[config.mk]
export PLATFORM = sky130hd
export DESIGN_NAME = audio_serial_rx
export DESIGN_NICKNAME = d
export VERILOG_FILES = /design/src/rtl/asr_pkg.sv /design/src/rtl/asr_edge_sync.sv /design/src/rtl/asr_deser.sv /design/src/rtl/asr_pair.sv /design/src/rtl/audio_serial_rx.sv
export SDC_FILE = /design/constraint.sdc
export NUM_CORES = 1
export LEC_CHECK = 0
export ABC_AREA = 1
export BUFFER_PORTS_ARGS = -buffer_cell sky130_fd_sc_hd__buf_2
export CORE_MARGIN = 5
export CORE_UTILIZATION = 46
export CTS_CLUSTER_DIAMETER = 150
export DETAILED_ROUTE_END_ITERATION = 7
export PLACE_DENSITY = 0.65
export RECOVER_POWER = 100
export SYNTH_ARGS = -nofsm -noshare
export SYNTH_HDL_FRONTEND = slang
export SYNTH_SLANG_ARGS = --single-unit
[constraint.sdc]
create_clock -name clk -period 2.21 [get_ports clk]
set_input_delay 0.221 -clock clk [delete_from_list [all_inputs] [get_ports clk]]
set_output_delay 0.221 -clock clk [all_outputs]
set_load 0.02 [all_outputs]
[src/rtl/asr_pkg.sv]
package asr_pkg;
  localparam int SAMPLE_W = 24;

  typedef struct packed {
    logic       i2s;
    logic [1:0] len;
    logic       lpol;
  } asr_cfg_t;

  localparam asr_cfg_t CFG_DEFAULT = '{i2s: 1'b0, len: 2'd0, lpol: 1'b0};

  function automatic logic [4:0] len_bits(input logic [1:0] code);
    case (code)
      2'd0:    len_bits = 5'd16;
      2'd1:    len_bits = 5'd20;
      default: len_bits = 5'd24;
    endcase
  endfunction
endpackage

[src/rtl/asr_edge_sync.sv]
module asr_edge_sync #(
  parameter int STAGES = 2
) (
  input  logic clk,
  input  logic rst,
  input  logic bck_i,
  input  logic wck_i,
  input  logic sd_i,
  output logic rise_o,
  output logic wck_o,
  output logic sd_o
);
  logic [STAGES-1:0][2:0] pipe;
  logic                   bck_q;

  always_ff @(posedge clk) begin
    if (rst) begin
      pipe   <= '0;
      bck_q  <= 1'b0;
      rise_o <= 1'b0;
      wck_o  <= 1'b0;
      sd_o   <= 1'b0;
    end else begin
      pipe[0] <= {bck_i, wck_i, sd_i};
      for (int i = 1; i < STAGES; i++) pipe[i] <= pipe[i-1];
      bck_q  <= pipe[STAGES-1][2];
      rise_o <= pipe[STAGES-1][2] & ~bck_q;
      wck_o  <= pipe[STAGES-1][1];
      sd_o   <= pipe[STAGES-1][0];
    end
  end

  AST_RISE_SINGLE: assert property (@(posedge clk) disable iff (rst) rise_o |=> !rise_o);
endmodule

[src/rtl/asr_deser.sv]
module asr_deser
  import asr_pkg::*;
#(
  parameter int CNT_W = 6
) (
  input  logic                clk,
  input  logic                rst,
  input  logic                rise_i,
  input  logic                wck_i,
  input  logic                sd_i,
  input  asr_cfg_t            cfg_in,
  output logic                word_v,
  output logic                word_left,
  output logic [SAMPLE_W-1:0] word
);
  localparam logic [CNT_W-1:0] CNT_MAX = {CNT_W{1'b1}};

  asr_cfg_t            cfg_act;
  logic                wck_q;
  logic                armed;
  logic [SAMPLE_W-1:0] sh;
  logic [SAMPLE_W-1:0] cap;
  logic [CNT_W-1:0]    cnt;
  logic [SAMPLE_W-1:0] dec;
  logic [CNT_W-1:0]    nbits;
  logic                edge_seen;
  logic                bnd;

  assign nbits     = CNT_W'(len_bits(cfg_act.len));
  assign edge_seen = rise_i && (wck_i != wck_q);
  assign bnd       = edge_seen && armed && (wck_i ^ cfg_act.lpol);

  always_comb begin
    case (cfg_act.len)
      2'd0: dec = cfg_act.i2s ? {cap[15:0], 8'd0} : {{8{sh[15]}}, sh[15:0]};
      2'd1: dec = cfg_act.i2s ? {cap[19:0], 4'd0} : {{4{sh[19]}}, sh[19:0]};
      default: dec = cfg_act.i2s ? cap : sh;
    endcase
  end

  always_ff @(posedge clk) begin
    if (rst) begin
      cfg_act   <= CFG_DEFAULT;
      wck_q     <= 1'b0;
      armed     <= 1'b0;
      sh        <= '0;
      cap       <= '0;
      cnt       <= CNT_MAX;
      word_v    <= 1'b0;
      word_left <= 1'b0;
      word      <= '0;
    end else begin
      word_v <= 1'b0;
      if (rise_i) begin
        wck_q <= wck_i;
        sh    <= {sh[SAMPLE_W-2:0], sd_i};
        if (edge_seen) begin
          cnt   <= CNT_W'(1);
          cap   <= '0;
          armed <= 1'b1;
          if (armed) begin
            word_v    <= 1'b1;
            word_left <= wck_q ^ cfg_act.lpol;
            word      <= dec;
          end
          if (bnd) cfg_act <= cfg_in;
        end else begin
          if (cnt != '0 && cnt <= nbits) cap <= {cap[SAMPLE_W-2:0], sd_i};
          if (cnt != CNT_MAX) cnt <= cnt + 1'b1;
        end
      end
    end
  end

  AST_CFG_HOLD:   assert property (@(posedge clk) disable iff (rst) !bnd |=> $stable(cfg_act));
  AST_WORD_ARMED: assert property (@(posedge clk) disable iff (rst) word_v |-> armed);
endmodule

[src/rtl/asr_pair.sv]
module asr_pair
  import asr_pkg::*;
(
  input  logic                clk,
  input  logic                rst,
  input  logic                word_v,
  input  logic                word_left,
  input  logic [SAMPLE_W-1:0] word,
  output logic [SAMPLE_W-1:0] out_left,
  output logic [SAMPLE_W-1:0] out_right,
  output logic                out_valid
);
  logic [SAMPLE_W-1:0] held_l;
  logic                have_l;

  always_ff @(posedge clk) begin
    if (rst) begin
      held_l    <= '0;
      have_l    <= 1'b0;
      out_left  <= '0;
      out_right <= '0;
      out_valid <= 1'b0;
    end else begin
      out_valid <= 1'b0;
      if (word_v) begin
        if (word_left) begin
          held_l <= word;
          have_l <= 1'b1;
        end else begin
          have_l <= 1'b0;
          if (have_l) begin
            out_left  <= held_l;
            out_right <= word;
            out_valid <= 1'b1;
          end
        end
      end
    end
  end

  AST_VALID_SINGLE:  assert property (@(posedge clk) disable iff (rst) out_valid |=> !out_valid);
  AST_LEFT_BEFORE_R: assert property (@(posedge clk) disable iff (rst) out_valid |-> $past(have_l));
endmodule

[src/rtl/audio_serial_rx.sv]
module audio_serial_rx
  import asr_pkg::*;
#(
  parameter int SYNC_STAGES = 2,
  parameter int CNT_W       = 6
) (
  input  logic        clk,
  input  logic        rst,
  input  logic        bck,
  input  logic        wck,
  input  logic        sdin,
  input  logic        cfg_i2s,
  input  logic [1:0]  cfg_len,
  input  logic        cfg_lpol,
  output logic [23:0] out_left,
  output logic [23:0] out_right,
  output logic        out_valid
);
  logic                rise_s, wck_s, sd_s;
  logic                word_v, word_left;
  logic [SAMPLE_W-1:0] word;
  asr_cfg_t            cfg_in;

  assign cfg_in = '{i2s: cfg_i2s, len: cfg_len, lpol: cfg_lpol};

  asr_edge_sync #(.STAGES(SYNC_STAGES)) u_sync (
    .clk(clk), .rst(rst), .bck_i(bck), .wck_i(wck), .sd_i(sdin),
    .rise_o(rise_s), .wck_o(wck_s), .sd_o(sd_s)
  );

  asr_deser #(.CNT_W(CNT_W)) u_deser (
    .clk(clk), .rst(rst), .rise_i(rise_s), .wck_i(wck_s), .sd_i(sd_s),
    .cfg_in(cfg_in), .word_v(word_v), .word_left(word_left), .word(word)
  );

  asr_pair u_pair (
    .clk(clk), .rst(rst), .word_v(word_v), .word_left(word_left), .word(word),
    .out_left(out_left), .out_right(out_right), .out_valid(out_valid)
  );
endmodule

Yosys cells after proc, flatten, opt, wreduce, memory -nomap -nowiden
Index checks and enable logic that the tools add are counted.

cells by class
  add/sub/neg operators = 1
  multiplexer cells = 12
  reductions and logical operators = 17
  eq/ne operators = 3
  order comparisons = 1
  bitwise logic cells = 8

operator list
  kind                   number
  $mux W24               5
  $pmux W24 S2           1
  $mux W6                2
  $reduce_and A3 Y1      3
  $pmux W4 S2            1
  $reduce_and A2 Y1      4
  $add A6 B1 Y6 const B  1
  $le A6 B5 Y1           1
  $ne A6 B6 Y1 const B   1
  $reduce_bool A6 Y1     1
  $reduce_or A3 Y1       2
  $not A1 Y1             5
  $logic_and A1 B1 Y1    4
  $reduce_bool A2 Y1     2
  $mux W1                3
  $eq A2 B1 Y1 const B   1
  $logic_not A2 Y1       1
  $xor A1 B1 Y1          2
  $and A1 B1 Y1          1
  $ne A1 B1 Y1           1

storage, ports and cells
  input bits = 9
  output and inout port bits = 49
  logic and storage cells = 64
  register bits after elaboration = 170

Logic depth before layout (Yosys ltp)
  word-level depth = 6
  mapped depth = 11
  mapped depth without buffers = 11

Hierarchy
From an unflattened synthesis, not the netlist that was laid out.

second synthesis, totals
  cell total of the unflattened synthesis = 1059
  area, all modules = 7329.5 µm²

modules (own cells, without submodules)
  module         area an instance (µm²)  times used  cells each
  asr_deser      4209.0                  1           612
  asr_pair       2829.0                  1           416
  asr_edge_sync  291.5                   1           31

Least setup slack after synthesis
No wires, ideal clock.

  kind = register to register
  start = register u_deser.cfg_act[2] (netlist bit)
  end = register u_deser.cap[10]
  data required time = 2.094 ns
  cell stages (with the launch flop) = 12
  slack = 0.703 ns
  arrival = 1.391 ns
  cells stage by stage = dfxtp_1 -> inv_2 -> ha_1 -> nand2_1 -> inv_1 -> nand2_1 -> nand3_1 -> nand2_2 -> inv_2 -> buf_4 -> nor2_1 -> nor2_1

between the ends
  longest elaborated chain between the ends = 6

ends and longest elaborated chain
  element                                           RTL line         source
  from (decl)                                       asr_deser.sv:18  asr_cfg_t cfg_act;
  from (signal assigned)                            asr_deser.sv:66  if (bnd) cfg_act <= cfg_in;
  $eq A2 B1 Y1 or $logic_not A2 Y1 (tied branches)  asr_pkg.sv:13    case (code)
  $pmux W4 S2 (*)                                   asr_pkg.sv:13
  $le A6 B5 Y1 (*)                                  asr_deser.sv:68  if (cnt != '0 && cnt <= nbits) cap <= {cap[SAMPLE_W-2:0], sd_i};
  $logic_and A1 B1 Y1 (*)                           asr_deser.sv:68
  $reduce_bool A2 Y1 (no source line) (*)           -
  $reduce_and A2 Y1 (no source line) (*)            -
  to (signal assigned)                              asr_deser.sv:68
  to (decl)                                         asr_deser.sv:22  logic [SAMPLE_W-1:0] cap;

Mark *: on every way between the ends. The rest lies on a longest branch, timed or not.
A chain may end at the register's enable or synchronous reset.

Worst setup path after layout
  start = register u_deser.wck_q
  end = register u_deser.cap[23]

between the ends
  longest elaborated chain between the ends = 4

ends and longest elaborated chain
  element                              RTL line         source
  from (decl)                          asr_deser.sv:19  logic wck_q;
  from (signal assigned)               asr_deser.sv:55  wck_q <= wck_i;
  $ne A1 B1 Y1 (*)                     asr_deser.sv:30  assign edge_seen = rise_i && (wck_i != wck_q);
  $logic_and A1 B1 Y1 (*)              asr_deser.sv:30
  $reduce_bool A2 Y1 (no source line)  -
  $reduce_and A2 Y1 (no source line)   -

Marks and branches as above.

==> run metrics <==
status=finished with violations; failing checks=capacitance limit, slew limit; hold depth=3; Syn Area/Cell=~7.5 sq um; share of the synthesized area in the top cell type=0.4986; Core Area=0.01453 sq mm; RSZ-0062 raised after global routing=no; die area=approximately 0.017 sq mm; DP HPWL=about 10000 microns; Clock Path Buffers=2; TritonCTS clock tree=built; maximum clock frequency=around 0.52 GHz; initial antenna violation count=0; Crit Path Max Fanout=26; CTS buffer count=17; Reg area=approximately 0.0034 sq mm; Hold Vio Cnt, Final=0; max-cap violations=1; gr usage total=0.1706; TritonRoute pass-1 iters=5; Clock transition at path regs=approximately 60 ps; multi-input logic area=between 0.002 and 0.003 sq mm; largest net degree at the start of global routing=~130; Gate power share=0.024; P per Cell Area=804.8 mW/mm^2; # fillers=1484; via count=~5700; Final Non-Filler Cells=between 1000 and 1500; clk root buf=clkbuf_16; CP startpoint kind=register; Starting DRT DRC Count=about 390; Post-Route WL=about 15000 microns; Placement Cell Area=about 0.0072 sq mm; sequential fraction of the synthesis area=0.4986; num ports=58; final setup violation count=0; # placed instances=about 1100; antenna-violating nets left=0; Min Hold Slack=around 58 ps; NumNets Final=960; Worst Hold Class=input port to register; n_diodes=0; clock network fraction of total power=0.475; Vias/cell=approximately 5.0; Synth cell types=27; crit path time final=about 1900 ps; Initial Util=0.4696; Sequential Power Share=0.501; hold path start=cfg_lpol; reg2reg path depth=6; reg2reg start=u_deser.wck_q$_SDFFE_PP0P_; Sink Count=170; CP peak stage delay=520 ps; crit-path cells=xor2_1 -> nand2_1 -> clkbuf_2 -> nand2_1 -> nand3b_1 -> a21oi_1; input/output buffers=between 50 and 60; Ys Warns=0; share of layout cells above drive strength 1=0.06250; first-pass GRT wire length=around 25000 microns; # DRC=0; CP delay by family, top=simple AND/OR/NAND/NOR gates; Crit Path Category=register to register; CP endpoint kind=register; Slew Viols, Final=35; flop2flop setup slack=slightly below 300 ps; internal power=4.892 mW; largest cells by area after synthesis=dfxtp_1 (50%), o21ai_0 (12%), nor2_1 (9.6%); Synth Register Bits=170; switch share=0.2094; cell mode on critical path=nand2_1; die width=between 100 and 150 microns; Routability Congestion=about 0.88; Die Ht=between 100 and 150 microns; Worst-Skew Late Latency=420 ps; Worst Tran Pin Value=1755 ps; final worst-path cycle share=0.8665; vias in the first global route=approximately 5200; H-tree levels=4; Post-Synthesis Cells=915; IR drop worst, VDD=0.0005258 V; area leader, netlist=dfxtp_1; Required @ worst endpoint=roughly 2500 ps; clock skew=about 7.3 ps; Max-Slew Margin vs Limit=-0.1700; Worst Hold Endpoint=u_deser.cfg_act[0]$_SDFFE_PP0P_; final setup TNS=0 ps; post-synthesis cell area=0.006825 sq mm; gr ovfl total=0; reg2reg end=u_deser.cap[23]$_SDFFE_PP0P_; Worst EP arrival=between 2000 and 2500 ps; slowest CP cell=clkbuf_2; synthesis-to-layout area growth=12.65%; net count after synthesis=between 900 and 1000; wire length per cell=13.06 microns; fin area=0.007689 sq mm; switching pwr=~1.3 mW; Worst Path Buf+Inv=1; Std-Cell Rows=44; LEAKAGE=3.325 nW
power groups by stage:
stage	Sequential [mW]	Clock, mW	Combinational (mW)
after floorplan	3.16	0	0.113
after global placement	3.17	0	0.146
after detailed placement	3.17	0	0.146
after CTS	3.10	3.00	0.151
after global routing	3.10	3.13	0.170
final	3.10	2.94	0.148
sequential cells by signal, summed over array words and instances, names as in the netlist, 4 cells and up:
name	count
u_deser.word	24
u_deser.cap	24
u_sync.pipe	6
u_pair.out_left	24
u_deser.sh	24
u_pair.held_l	24
u_deser.cnt	6
u_pair.out_right	24
u_deser.cfg_act	4
repair_timing:
| item | 4_1_cts | 5_1_grt |
|---|---|---|
| buffers inserted | 0 | 0 |
| hold buffers | 3 | 0 |
| hold endpoints to repair | 3 | 0 |
| resized for setup | 0 | 0 |
synth_stat cells (all sizes together):
| cell | number |
|---|---|
| nor2 | 175 |
| dfxtp | 170 |
| o21ai | 170 |
| nand2 | 106 |
| inv | 91 |
| a21oi | 77 |
| clkbuf | 38 |
| nand3 | 31 |
| buf | 20 |
| a211oi | 17 |
| a31oi | 4 |
| ha | 3 |
| o211ai | 3 |
| xor2 | 3 |
| nand3b | 2 |
| nor3 | 2 |
| clkinv | 1 |
| nand4 | 1 |
| xnor2 | 1 |
worst max path at each step:
stage                     cells after the start                       startpoint                       endpoint  slack [ps]
after CTS                                     6  u_deser.cfg_act[2]$_SDFFE_PP0P_  u_deser.word[16]$_SDFFE_PP0P_         430
after global placement                        6  u_deser.cfg_act[2]$_SDFFE_PP0P_  u_deser.word[12]$_SDFFE_PP0P_         460
after detailed placement                      6  u_deser.cfg_act[2]$_SDFFE_PP0P_  u_deser.word[22]$_SDFFE_PP0P_         420
final                                         6       u_deser.wck_q$_SDFFE_PP0P_   u_deser.cap[23]$_SDFFE_PP0P_         300
after floorplan                              11  u_deser.cfg_act[2]$_SDFFE_PP0P_   u_deser.cap[10]$_SDFFE_PP0P_         700
after global routing                          6       u_deser.wck_q$_SDFFE_PP0P_   u_deser.cap[23]$_SDFFE_PP0P_         120
layout make-up:
type,instances,area share
sequential,170,0.4426
clock buffer,22,0.06168
inverter,92,0.04524
timing repair buffer,72,0.04443
clock inverter,9,0.01465
multi-input combinational,595,0.3614
tap,184,0.02994
layer usage:
metal	global-route usage	wire length [microns]	vias to the layer above
met5	0	0	-
met4	0.07371	340	0
met3	0.04198	760	31
met2	0.2494	6151	142
met1	0.2396	7682	2519
li1	-	-	3040
cell families after synthesis:
kind of cell	synth area share
flops	0.4986
fa+ha+maj	0.005500
compound gates	0.2170
xor+xnor	0.005134
buf+inv	0.08836
simple gates	0.1853
metrics by stage:
| step | util | setup slack [ps] | total power, mW |
|---|---|---|---|
| 2_1_floorplan | - | 703.1 | 3.276 |
| 3_3_place_gp | 0.4946 | 456.0 | 3.312 |
| 3_5_place_dp | 0.4946 | 422.2 | 3.312 |
| 4_1_cts | 0.5370 | 429.4 | 6.245 |
| 5_1_grt | 0.5290 | 116.0 | 6.399 |
| 6_report | 0.5290 | 295.1 | 6.188 |
placed cells by master, fill, tap and decap left out, types with 4 or more instances in the layout:
cell type,n
clkbuf_1,53
clkbuf_16,17
nand2_1,105
o21ai_0,170
a21oi_1,77
clkbuf_2,4
buf_4,6
a211oi_2,7
nand3_1,31
nor2_1,174
a211oi_1,10
inv_1,88
dfxtp_1,170
buf_2,7
a31oi_1,4
worst reg2reg max path: cells and delay by family (launching register included):
family | cells | cell delay, ps
AO/OA/AOI/OAI | 1 | 140
AND/OR/NAND/NOR | 3 | 660
XOR/XNOR | 1 | 180
buffers and inverters | 1 | 520
flip-flops | 1 | 340
(Power assumes the default switching activity.)
